[src/rtl/sram_ctrl_pkg.sv]
package sram_ctrl_pkg;

  typedef enum logic [2:0] {
    ST_IDLE,
    ST_RD,
    ST_TURN,
    ST_WR,
    ST_WREC
  } ctrl_state_e;

  function automatic int unsigned ps_to_cycles(input int unsigned t_ps, input int unsigned clk_ps);
    int unsigned n;
    n = (t_ps + clk_ps - 1) / clk_ps;
    if (n < 1) n = 1;
    return n;
  endfunction

  function automatic int unsigned max3(input int unsigned a, input int unsigned b, input int unsigned c);
    int unsigned m;
    m = (a > b) ? a : b;
    return (m > c) ? m : c;
  endfunction

endpackage

[src/rtl/sram_cycle_timer.sv]
module sram_cycle_timer #(
  parameter int unsigned CNT_W = 2
) (
  input  logic             clk_i,
  input  logic             rst_ni,
  input  logic             load_i,
  input  logic [CNT_W-1:0] load_val_i,
  output logic             done_o
);

  logic [CNT_W-1:0] cnt_q;

  always_ff @(posedge clk_i or negedge rst_ni) begin
    if (!rst_ni)             cnt_q <= '0;
    else if (load_i)         cnt_q <= load_val_i;
    else if (cnt_q != '0)    cnt_q <= cnt_q - 1'b1;
  end

  assign done_o = (cnt_q == '0);

endmodule

[src/rtl/sram_ctrl_fsm.sv]
module sram_ctrl_fsm
  import sram_ctrl_pkg::*;
#(
  parameter int unsigned RD_CYC = 3,
  parameter int unsigned WR_CYC = 3,
  parameter int unsigned HZ_CYC = 2,
  parameter int unsigned CNT_W  = 2
) (
  input  logic        clk_i,
  input  logic        rst_ni,
  input  logic        req_i,
  input  logic        we_i,
  output ctrl_state_e state_d_o,
  output logic        accept_o,
  output logic        capture_o,
  output logic        ack_o
);

  ctrl_state_e      state_q, state_d;
  logic             done;
  logic             load;
  logic [CNT_W-1:0] load_val;

  sram_cycle_timer #(.CNT_W(CNT_W)) u_timer (
    .clk_i      (clk_i),
    .rst_ni     (rst_ni),
    .load_i     (load),
    .load_val_i (load_val),
    .done_o     (done)
  );

  always_comb begin
    state_d = state_q;
    unique case (state_q)
      ST_IDLE: if (req_i) state_d = we_i ? ST_WR : ST_RD;
      ST_RD:   if (done)  state_d = ST_TURN;
      ST_TURN: if (done)  state_d = ST_IDLE;
      ST_WR:   if (done)  state_d = ST_WREC;
      ST_WREC:            state_d = ST_IDLE;
      default:            state_d = ST_IDLE;
    endcase
  end

  assign load = (state_d != state_q);

  always_comb begin
    unique case (state_d)
      ST_RD:   load_val = CNT_W'(RD_CYC - 1);
      ST_TURN: load_val = CNT_W'(HZ_CYC - 1);
      ST_WR:   load_val = CNT_W'(WR_CYC - 1);
      default: load_val = '0;
    endcase
  end

  always_ff @(posedge clk_i or negedge rst_ni) begin
    if (!rst_ni) begin
      state_q <= ST_IDLE;
      ack_o   <= 1'b0;
    end else begin
      state_q <= state_d;
      ack_o   <= (state_q == ST_RD && state_d == ST_TURN) ||
                 (state_q == ST_WR && state_d == ST_WREC);
    end
  end

  assign state_d_o = state_d;
  assign accept_o  = (state_q == ST_IDLE) && req_i;
  assign capture_o = (state_q == ST_RD) && done;

  // one acknowledge per operation
  assert_ack_pulse_R3: assert property (@(posedge clk_i) disable iff (!rst_ni)
    ack_o |=> !ack_o);

  // accepted request always leaves idle
  assert_accept_leaves_idle_R7: assert property (@(posedge clk_i) disable iff (!rst_ni)
    accept_o |=> (state_q == ST_RD || state_q == ST_WR));

  // no acceptance outside idle
  assert_busy_no_accept_R7: assert property (@(posedge clk_i) disable iff (!rst_ni)
    (state_q != ST_IDLE) |-> !accept_o);

endmodule

[src/rtl/sram_pin_drive.sv]
module sram_pin_drive
  import sram_ctrl_pkg::*;
#(
  parameter int unsigned ADDR_W = 13,
  parameter int unsigned DATA_W = 8,
  parameter int unsigned RD_CYC = 3,
  parameter int unsigned WR_CYC = 3,
  parameter int unsigned HZ_CYC = 2,
  parameter int unsigned MAX_CYC = 3
) (
  input  logic              clk_i,
  input  logic              rst_ni,
  input  ctrl_state_e       state_d_i,
  input  logic              accept_i,
  input  logic              capture_i,
  input  logic [ADDR_W-1:0] addr_i,
  input  logic [DATA_W-1:0] wdata_i,
  input  logic [DATA_W-1:0] mem_dq_i,
  output logic [DATA_W-1:0] rdata_o,
  output logic [ADDR_W-1:0] mem_addr_o,
  output logic              mem_ce_n_o,
  output logic              mem_ce_o,
  output logic              mem_we_n_o,
  output logic              mem_oe_n_o,
  output logic [DATA_W-1:0] mem_dq_o,
  output logic              mem_dq_oe_o
);

  localparam int unsigned MON_W = $clog2(MAX_CYC + 3) + 1;

  logic sel_d, we_n_d, oe_n_d, dq_oe_d;

  always_comb begin
    sel_d   = (state_d_i == ST_RD) || (state_d_i == ST_WR) || (state_d_i == ST_WREC);
    we_n_d  = (state_d_i != ST_WR);
    oe_n_d  = (state_d_i != ST_RD);
    dq_oe_d = (state_d_i == ST_WR) || (state_d_i == ST_WREC);
  end

  // strobes registered from next state: glitch-free pins
  always_ff @(posedge clk_i or negedge rst_ni) begin
    if (!rst_ni) begin
      mem_ce_n_o  <= 1'b1;
      mem_ce_o    <= 1'b0;
      mem_we_n_o  <= 1'b1;
      mem_oe_n_o  <= 1'b1;
      mem_dq_oe_o <= 1'b0;
    end else begin
      mem_ce_n_o  <= ~sel_d;
      mem_ce_o    <= sel_d;
      mem_we_n_o  <= we_n_d;
      mem_oe_n_o  <= oe_n_d;
      mem_dq_oe_o <= dq_oe_d;
    end
  end

  always_ff @(posedge clk_i or negedge rst_ni) begin
    if (!rst_ni) begin
      mem_addr_o <= '0;
      mem_dq_o   <= '0;
    end else if (accept_i) begin
      mem_addr_o <= addr_i;
      mem_dq_o   <= wdata_i;
    end
  end

  always_ff @(posedge clk_i or negedge rst_ni) begin
    if (!rst_ni)        rdata_o <= '0;
    else if (capture_i) rdata_o <= mem_dq_i;
  end

  // ---- protocol checks ----
  logic             mem_sel;
  logic [MON_W-1:0] we_lo_cnt, oe_lo_cnt, oe_hi_cnt;
  localparam logic [MON_W-1:0] MON_MAX = '1;

  assign mem_sel = !mem_ce_n_o && mem_ce_o;

  always_ff @(posedge clk_i or negedge rst_ni) begin
    if (!rst_ni) begin
      we_lo_cnt <= '0;
      oe_lo_cnt <= '0;
      oe_hi_cnt <= MON_MAX;
    end else begin
      we_lo_cnt <= mem_we_n_o ? '0 : ((we_lo_cnt == MON_MAX) ? we_lo_cnt : we_lo_cnt + 1'b1);
      oe_lo_cnt <= mem_oe_n_o ? '0 : ((oe_lo_cnt == MON_MAX) ? oe_lo_cnt : oe_lo_cnt + 1'b1);
      oe_hi_cnt <= !mem_oe_n_o ? '0 : ((oe_hi_cnt == MON_MAX) ? oe_hi_cnt : oe_hi_cnt + 1'b1);
    end
  end

  assert_idle_safe_R1: assert property (@(posedge clk_i) disable iff (!rst_ni)
    !mem_sel |-> (mem_we_n_o && mem_oe_n_o && !mem_dq_oe_o));

  assert_rd_strobes_R2: assert property (@(posedge clk_i) disable iff (!rst_ni)
    !mem_oe_n_o |-> (mem_sel && mem_we_n_o));

  assert_rd_width_R2: assert property (@(posedge clk_i) disable iff (!rst_ni)
    $rose(mem_oe_n_o) |-> (oe_lo_cnt == MON_W'(RD_CYC)));

  assert_wr_strobes_R4: assert property (@(posedge clk_i) disable iff (!rst_ni)
    !mem_we_n_o |-> (mem_sel && mem_oe_n_o && mem_dq_oe_o));

  assert_wr_width_R4: assert property (@(posedge clk_i) disable iff (!rst_ni)
    $rose(mem_we_n_o) |-> (we_lo_cnt == MON_W'(WR_CYC)));

  assert_wr_stable_R5: assert property (@(posedge clk_i) disable iff (!rst_ni)
    !mem_we_n_o |=> ($stable(mem_addr_o) && $stable(mem_dq_o) && mem_sel));

  assert_no_contention_R6: assert property (@(posedge clk_i) disable iff (!rst_ni)
    !(mem_dq_oe_o && !mem_oe_n_o));

  assert_turnaround_R6: assert property (@(posedge clk_i) disable iff (!rst_ni)
    $rose(mem_dq_oe_o) |-> (oe_hi_cnt > MON_W'(HZ_CYC)));

endmodule

[src/rtl/sram_async_ctrl.sv]
module sram_async_ctrl
  import sram_ctrl_pkg::*;
#(
  parameter int unsigned ADDR_W    = 13,
  parameter int unsigned DATA_W    = 8,
  parameter int unsigned CLK_PS    = 4000,
  parameter int unsigned T_AA_PS   = 12000,
  parameter int unsigned T_RC_PS   = 12000,
  parameter int unsigned T_OE_PS   = 6000,
  parameter int unsigned T_WP_PS   = 8000,
  parameter int unsigned T_AW_PS   = 10000,
  parameter int unsigned T_DS_PS   = 6000,
  parameter int unsigned T_OHZ_PS  = 6000
) (
  input  logic              clk_i,
  input  logic              rst_ni,
  input  logic              req_i,
  input  logic              we_i,
  input  logic [ADDR_W-1:0] addr_i,
  input  logic [DATA_W-1:0] wdata_i,
  output logic              ack_o,
  output logic [DATA_W-1:0] rdata_o,
  output logic [ADDR_W-1:0] mem_addr_o,
  output logic              mem_ce_n_o,
  output logic              mem_ce_o,
  output logic              mem_we_n_o,
  output logic              mem_oe_n_o,
  output logic [DATA_W-1:0] mem_dq_o,
  output logic              mem_dq_oe_o,
  input  logic [DATA_W-1:0] mem_dq_i
);

  // interval to cycle conversion
  localparam int unsigned RD_CYC  = ps_to_cycles(max3(T_AA_PS, T_RC_PS, T_OE_PS), CLK_PS);
  localparam int unsigned WR_CYC  = ps_to_cycles(max3(T_WP_PS, T_AW_PS, T_DS_PS), CLK_PS);
  localparam int unsigned HZ_CYC  = ps_to_cycles(T_OHZ_PS, CLK_PS);
  localparam int unsigned MAX_CYC = max3(RD_CYC, WR_CYC, HZ_CYC);
  localparam int unsigned CNT_W   = $clog2(MAX_CYC + 1);

  ctrl_state_e state_d;
  logic        accept;
  logic        capture;

  sram_ctrl_fsm #(
    .RD_CYC (RD_CYC),
    .WR_CYC (WR_CYC),
    .HZ_CYC (HZ_CYC),
    .CNT_W  (CNT_W)
  ) u_fsm (
    .clk_i     (clk_i),
    .rst_ni    (rst_ni),
    .req_i     (req_i),
    .we_i      (we_i),
    .state_d_o (state_d),
    .accept_o  (accept),
    .capture_o (capture),
    .ack_o     (ack_o)
  );

  sram_pin_drive #(
    .ADDR_W  (ADDR_W),
    .DATA_W  (DATA_W),
    .RD_CYC  (RD_CYC),
    .WR_CYC  (WR_CYC),
    .HZ_CYC  (HZ_CYC),
    .MAX_CYC (MAX_CYC)
  ) u_pins (
    .clk_i       (clk_i),
    .rst_ni      (rst_ni),
    .state_d_i   (state_d),
    .accept_i    (accept),
    .capture_i   (capture),
    .addr_i      (addr_i),
    .wdata_i     (wdata_i),
    .mem_dq_i    (mem_dq_i),
    .rdata_o     (rdata_o),
    .mem_addr_o  (mem_addr_o),
    .mem_ce_n_o  (mem_ce_n_o),
    .mem_ce_o    (mem_ce_o),
    .mem_we_n_o  (mem_we_n_o),
    .mem_oe_n_o  (mem_oe_n_o),
    .mem_dq_o    (mem_dq_o),
    .mem_dq_oe_o (mem_dq_oe_o)
  );

  // derived counts are never zero
  initial begin
    assert_cycles_nonzero_R8: assert (RD_CYC >= 1 && WR_CYC >= 1 && HZ_CYC >= 1);
  end

endmodule

[config.mk]
export PLATFORM = sky130hd
export DESIGN_NAME = sram_async_ctrl
export DESIGN_NICKNAME = d
export VERILOG_FILES = /design/src/rtl/sram_ctrl_pkg.sv /design/src/rtl/sram_cycle_timer.sv /design/src/rtl/sram_ctrl_fsm.sv /design/src/rtl/sram_pin_drive.sv /design/src/rtl/sram_async_ctrl.sv
export SDC_FILE = /design/constraint.sdc
export NUM_CORES = 1
export LEC_CHECK = 0
export BUFFER_PORTS_ARGS = -buffer_cell sky130_fd_sc_hd__buf_2
export CAP_MARGIN = 20
export CORE_MARGIN = 1.5
export CORE_UTILIZATION = 38
export CTS_CLUSTER_DIAMETER = 100
export DETAILED_ROUTE_END_ITERATION = 16
export MAX_ROUTING_LAYER = met4
export PLACE_DENSITY = 0.63
export SLEW_MARGIN = 30
export SYNTH_ARGS = -nofsm -noshare
export SYNTH_HDL_FRONTEND = slang
export SYNTH_SLANG_ARGS = --single-unit
[constraint.sdc]
create_clock -name clk_i -period 1.7 [get_ports clk_i]
set_input_delay 0.34 -clock clk_i [delete_from_list [all_inputs] [get_ports clk_i]]
set_output_delay 0.34 -clock clk_i [all_outputs]
set_load 0.01 [all_outputs]
Yosys cells after proc, flatten, opt, wreduce, memory -nomap -nowiden:

Cells that the tools add are included.

* logic and storage cells: 45
* output and inout bits: 35
* flip-flop bits (word level): 40
* input port bits: 33

* add/subtract/negate cells: 1
* bitwise logic cells: 1
* reductions and logical operators: 13
* eq/ne operators: 10
* mux-type cells: 9

Operators by type and width (count)
* $eq A3 B2 Y1 const B: 4
* $mux W3: 4
* $pmux W3 S4: 1
* $eq A3 B1 Y1 const B: 2
* $mux W2: 3
* $logic_and A1 B1 Y1: 4
* $logic_or A1 B1 Y1: 4
* $pmux W2 S2: 1
* $reduce_bool A2 Y1: 2
* $eq A3 B3 Y1 const B: 1
* $logic_not A3 Y1: 1
* $ne A3 B1 Y1 const B: 1
* $ne A3 B2 Y1 const B: 1
* $ne A3 B3 Y1: 1
* $logic_not A2 Y1: 1
* $reduce_or A2 Y1: 1
* $sub A2 B1 Y2 const B: 1
* $not A1 Y1: 1

Longest topological paths before layout:

* depth in word-level cells: 7
* gate-level depth with buffers: 5
* depth with buffers taken out: 5

Hierarchy:

Synthesis repeated with hierarchy kept, for this count alone.

* cell total of the unflattened synthesis: 107
* area, all modules: 1571.5 um^2

By module, submodules not included
* sram_pin_drive: cells an instance 73, area an instance 1244.9 um^2, sequential area each 854.6 um^2, times used 1
* sram_ctrl_fsm: cells an instance 22, area an instance 212.7 um^2, sequential area each 100.1 um^2, times used 1
* sram_cycle_timer: cells an instance 12, area an instance 113.9 um^2, sequential area each 50.0 um^2, times used 1

Worst setup path after synthesis:

No wires, ideal clock.

* kind: register -> register
* from: register u_fsm.u_timer.cnt_q[0]
* to: register u_pins.rdata_o[0]
* data required time: 1.575 ns
* clock period less this slack: 1.432 ns
* data arrival time: 1.307 ns
* library setup time: 0.125 ns
* buffers on the path: 0
* setup slack: 0.268 ns
* cell stages (with the launch flop): 6
* path through: dfrtp_1 inv_1 ha_1 nand2b_4 nor2_4 mux2_2

* longest elaborated chain between the ends: 2

RTL lines
* from (decl): RTL line sram_cycle_timer.sv:11 `logic [CNT_W-1:0] cnt_q;`
* from (signal assigned): RTL line sram_cycle_timer.sv:15 `else if (load_i) cnt_q <= load_val_i;`
* from (signal assigned): RTL line sram_cycle_timer.sv:16 `else if (cnt_q != '0) cnt_q <= cnt_q - 1'b1;`
* $logic_not A2 Y1: RTL line sram_cycle_timer.sv:19 `assign done_o = (cnt_q == '0);`
* $logic_and A1 B1 Y1: RTL line sram_ctrl_fsm.sv:68 `assign capture_o = (state_q == ST_RD) && done;`
* to (signal assigned): RTL line sram_pin_drive.sv:69 `else if (capture_i) rdata_o <= mem_dq_i;`
* to (decl): RTL line sram_pin_drive.sv:19 `output logic [DATA_W-1:0] rdata_o,`

No other way between the ends.
A chain may end at the register's enable or synchronous reset.

Worst setup path after layout:

* from: register u_fsm.u_timer.cnt_q[0]
* to: register u_pins.rdata_o[3]

The elaborated chain is that of the path after synthesis.

==> flow_summary.yaml <==
clock_network:
  hold_buffers: 0
  cts_made_buffers: 5
  cts_buffer_depth: 2
  cts_root_buf: "clkbuf_8"
  cts_tree: "yes"
  htreeDepth: 2
  cts.sink_count: 40
  clkSlewWorstSetupHoldPaths_ns: 0.08
  insertion_delay_ns: 0.29
critical_path:
  crit_fanout: 8
  required_ns: 1.87
  r2r_end: "u_pins.rdata_o[3]$_DFFE_PN0P_"
  crit_buf_inv: 1
  r2r_slack_ns: 0.16
  setup.worst_path.start_class: "register"
  end_kind: "register"
  worstSetupPathType: "reg2reg"
  cp_slowest_cell: "dfrtp_1"
  cp_cell_sequence: "inv_1 -> ha_2 -> nand2b_4 -> nor2_4 -> mux2_2"
  r2r_start: "u_fsm.u_timer.cnt_q[0]$_DFFE_PN0P_"
  cp_top_family: "flip-flops"
  crit_cells: 5
  slowest_delay_ns: 0.41
  ff2ff_path_depth: 5
  worst_ep_arrival_time_ns: 1.72
synth:
  yosysTopAreaCell: "dfrtp_1"
  synth_cells: 107
  ys_types: 29
  yosysWarnings: 0
  synth_top_cells_by_area: "dfrtp_1 (55%), mux2_4 (17%), mux2_2 (6.7%)"
  yosysSeqAreaShare: 0.595
  avgSynthCellArea_um2: 15.8
  yosysMostFrequentCell: "dfrtp_1"
  ys_ff_latch: 40
  netlist.area_leader.share: 0.548
  async_flop_share: 1.00
  synth-edff-count: 0
  syn_area_mm2: 0.00169
  ys_top_cells_by_count: "dfrtp_1 (37), mux2_4 (19), mux2_2 (10)"
  synth-main-ff-cell: "dfrtp_1"
  synthesis.nets: 141
floorplanning:
  ios: 68
  rows: 24
  die_y_um: 69.7
  initial_core_util: 0.391
  coreArea_mm2: 0.00432
  die-area_mm2: 0.00485
  die_w_um: 69.7
place:
  dp_hpwl_mm: 2.53
  routabilityCongestion: 0.718
  place_ws_ns: 0.0682
  io_buffers: 67
cells_and_area:
  diodes: 0
  seqCellArea_mm2: 0.00100
  syn_to_final_growth_pct: 29.6
  final_net_count: 217
  multi_input_area_um2: 614
  drive_above_1_share: 0.663
  num-fill-cells: 402
routing:
  dr.first_iter.drc_count: 30
  vias_per_cell: 4.70
  drc: 0
  wl_per_cell_um: 13.9
  vias: 1109
  detailedRoute.firstPassIterationCount: 3
  wirelength_mm: 3.28
  final_antenna_net_count: 0
timing:
  setup_ws_ns: 0.159
  maxSlewViolCount: 0
  setup_tns_ns: 0
  rsz0062_at_grt: "no"
  finClkSkew_ns: 0.00603
  tightest_slew_ns: 0.514
  fmax_mhz: 649
  finalHoldViolCount: 0
  slew_headroom: 0.657
  finalSetupViolCount: 0
  fin_crit_sh: 0.907
  period_needed_ns: 1.54
power:
  leakagePower_nw: 1.10
  fin_total_pwr_w: 0.00431
  power_density_mw_per_mm2: 1970
  peakVddDrop_uv: 811
global_routing:
  grt_usage: 0.152
  antenna_found_initial: 0
  first_global_vias: 1219
  grt_pass1_wl_mm: 5.67
  grt_max_degree: 25
  overflow: 0
flow_run:
  maxCapViolations: 0
min_path:
  min_path_type: "in2async"
status:
  run_status: "complete, no violations"
==> repair_timing <==
item	CTS	global route
endpoints found under the setup margin	0	6
setup buffers	0	0
resized for setup	0	1
==> flip-flops by register name (all words and copies together) (netlist names) <==
| signal | cells |
|---|---|
| u_pins.mem_addr_o | 13 |
| u_pins.mem_dq_o | 8 |
| u_pins.rdata_o | 8 |
| u_fsm.state_q | 3 |
| u_fsm.u_timer.cnt_q | 2 |
| u_fsm.ack_o | 1 |
| u_pins.mem_ce_n_o | 1 |
| u_pins.mem_ce_o | 1 |
| u_pins.mem_dq_oe_o | 1 |
| u_pins.mem_oe_n_o | 1 |
| u_pins.mem_we_n_o | 1 |
==> logic make-up after synthesis <==
| logic type | after synthesis | share of synthesized area |
|---|---|---|
| DFF | 40 | 0.595 |
| muxes | 29 | 0.236 |
| and+or+nand+nor | 19 | 0.0793 |
| AOI/OAI and AO/OA | 10 | 0.0400 |
| buffers and inverters | 8 | 0.0430 |
| adders and majority gates | 1 | 0.00741 |
==> layer usage <==
| metal | up-vias | global-route usage | share of wire |
|---|---|---|---|
| met5 | - | - | 0 |
| met4 | 0 | 0.0449 | 0.0094 |
| met3 | 4 | 0.0523 | 0.063 |
| met2 | 43 | 0.249 | 0.51 |
| met1 | 540 | 0.177 | 0.42 |
| li1 | 522 | - | - |
==> worst max-delay path by stage <==
stage | from | to | slack (ns)
finish | u_fsm.u_timer.cnt_q[0]$_DFFE_PN0P_ | u_pins.rdata_o[3]$_DFFE_PN0P_ | 0.16
global placement | u_fsm.u_timer.cnt_q[0]$_DFFE_PN0P_ | u_pins.rdata_o[2]$_DFFE_PN0P_ | 0.12
global route | u_fsm.u_timer.cnt_q[0]$_DFFE_PN0P_ | u_pins.rdata_o[7]$_DFFE_PN0P_ | 0.06
CTS | u_fsm.u_timer.cnt_q[0]$_DFFE_PN0P_ | u_pins.rdata_o[4]$_DFFE_PN0P_ | 0.07
floorplan | u_fsm.u_timer.cnt_q[0]$_DFFE_PN0P_ | u_pins.rdata_o[0]$_DFFE_PN0P_ | 0.27
detailed placement | u_fsm.u_timer.cnt_q[0]$_DFFE_PN0P_ | u_pins.rdata_o[4]$_DFFE_PN0P_ | 0.07
==> per-stage QoR <==
step,util,hold WS [ns],std cells,instance area [µm²]
2_1_floorplan,-,0.0444,107,1690
3_3_place_gp,0.484,0.334,228,2090
3_5_place_dp,0.484,0.360,228,2090
4_1_cts,0.505,0.0376,236,2190
5_1_grt,0.506,0.0462,236,2190
6_report,0.506,0.0171,236,2190
==> cell usage in the layout (no fill, tap or decap), types with 2 or more instances in the layout <==
master / synthesis / layout
a21oi_1: 4 / 4
buf_2: 2 / 67
buf_4: 0 / 6
clkbuf_8: 0 / 6
clkinv_2: 0 / 2
dfrtp_1: 37 / 37
dfstp_2: 3 / 3
inv_1: 3 / 3
mux2_2: 10 / 10
mux2_4: 19 / 19
nand2_1: 2 / 2
nand2b_4: 2 / 2
nand3_1: 2 / 2
nor2_1: 4 / 4
==> where the power goes <==
part	total, W	internal [W]	switching, W
Combinational	0.00197	0.00110	0.000868
Sequential	0.00170	0.00145	0.000243
Clock	0.000641	0.000324	0.000317
==> layout make-up <==
class	instances	share of cell area
flip-flops and latches	40	0.459
multi-input cells	59	0.281
repair buffers	74	0.183
clock buffers	6	0.0377
well taps	52	0.0297
inverters	3	0.00515
clock inverters	2	0.00457
Power figures use the tool's default switching activity.
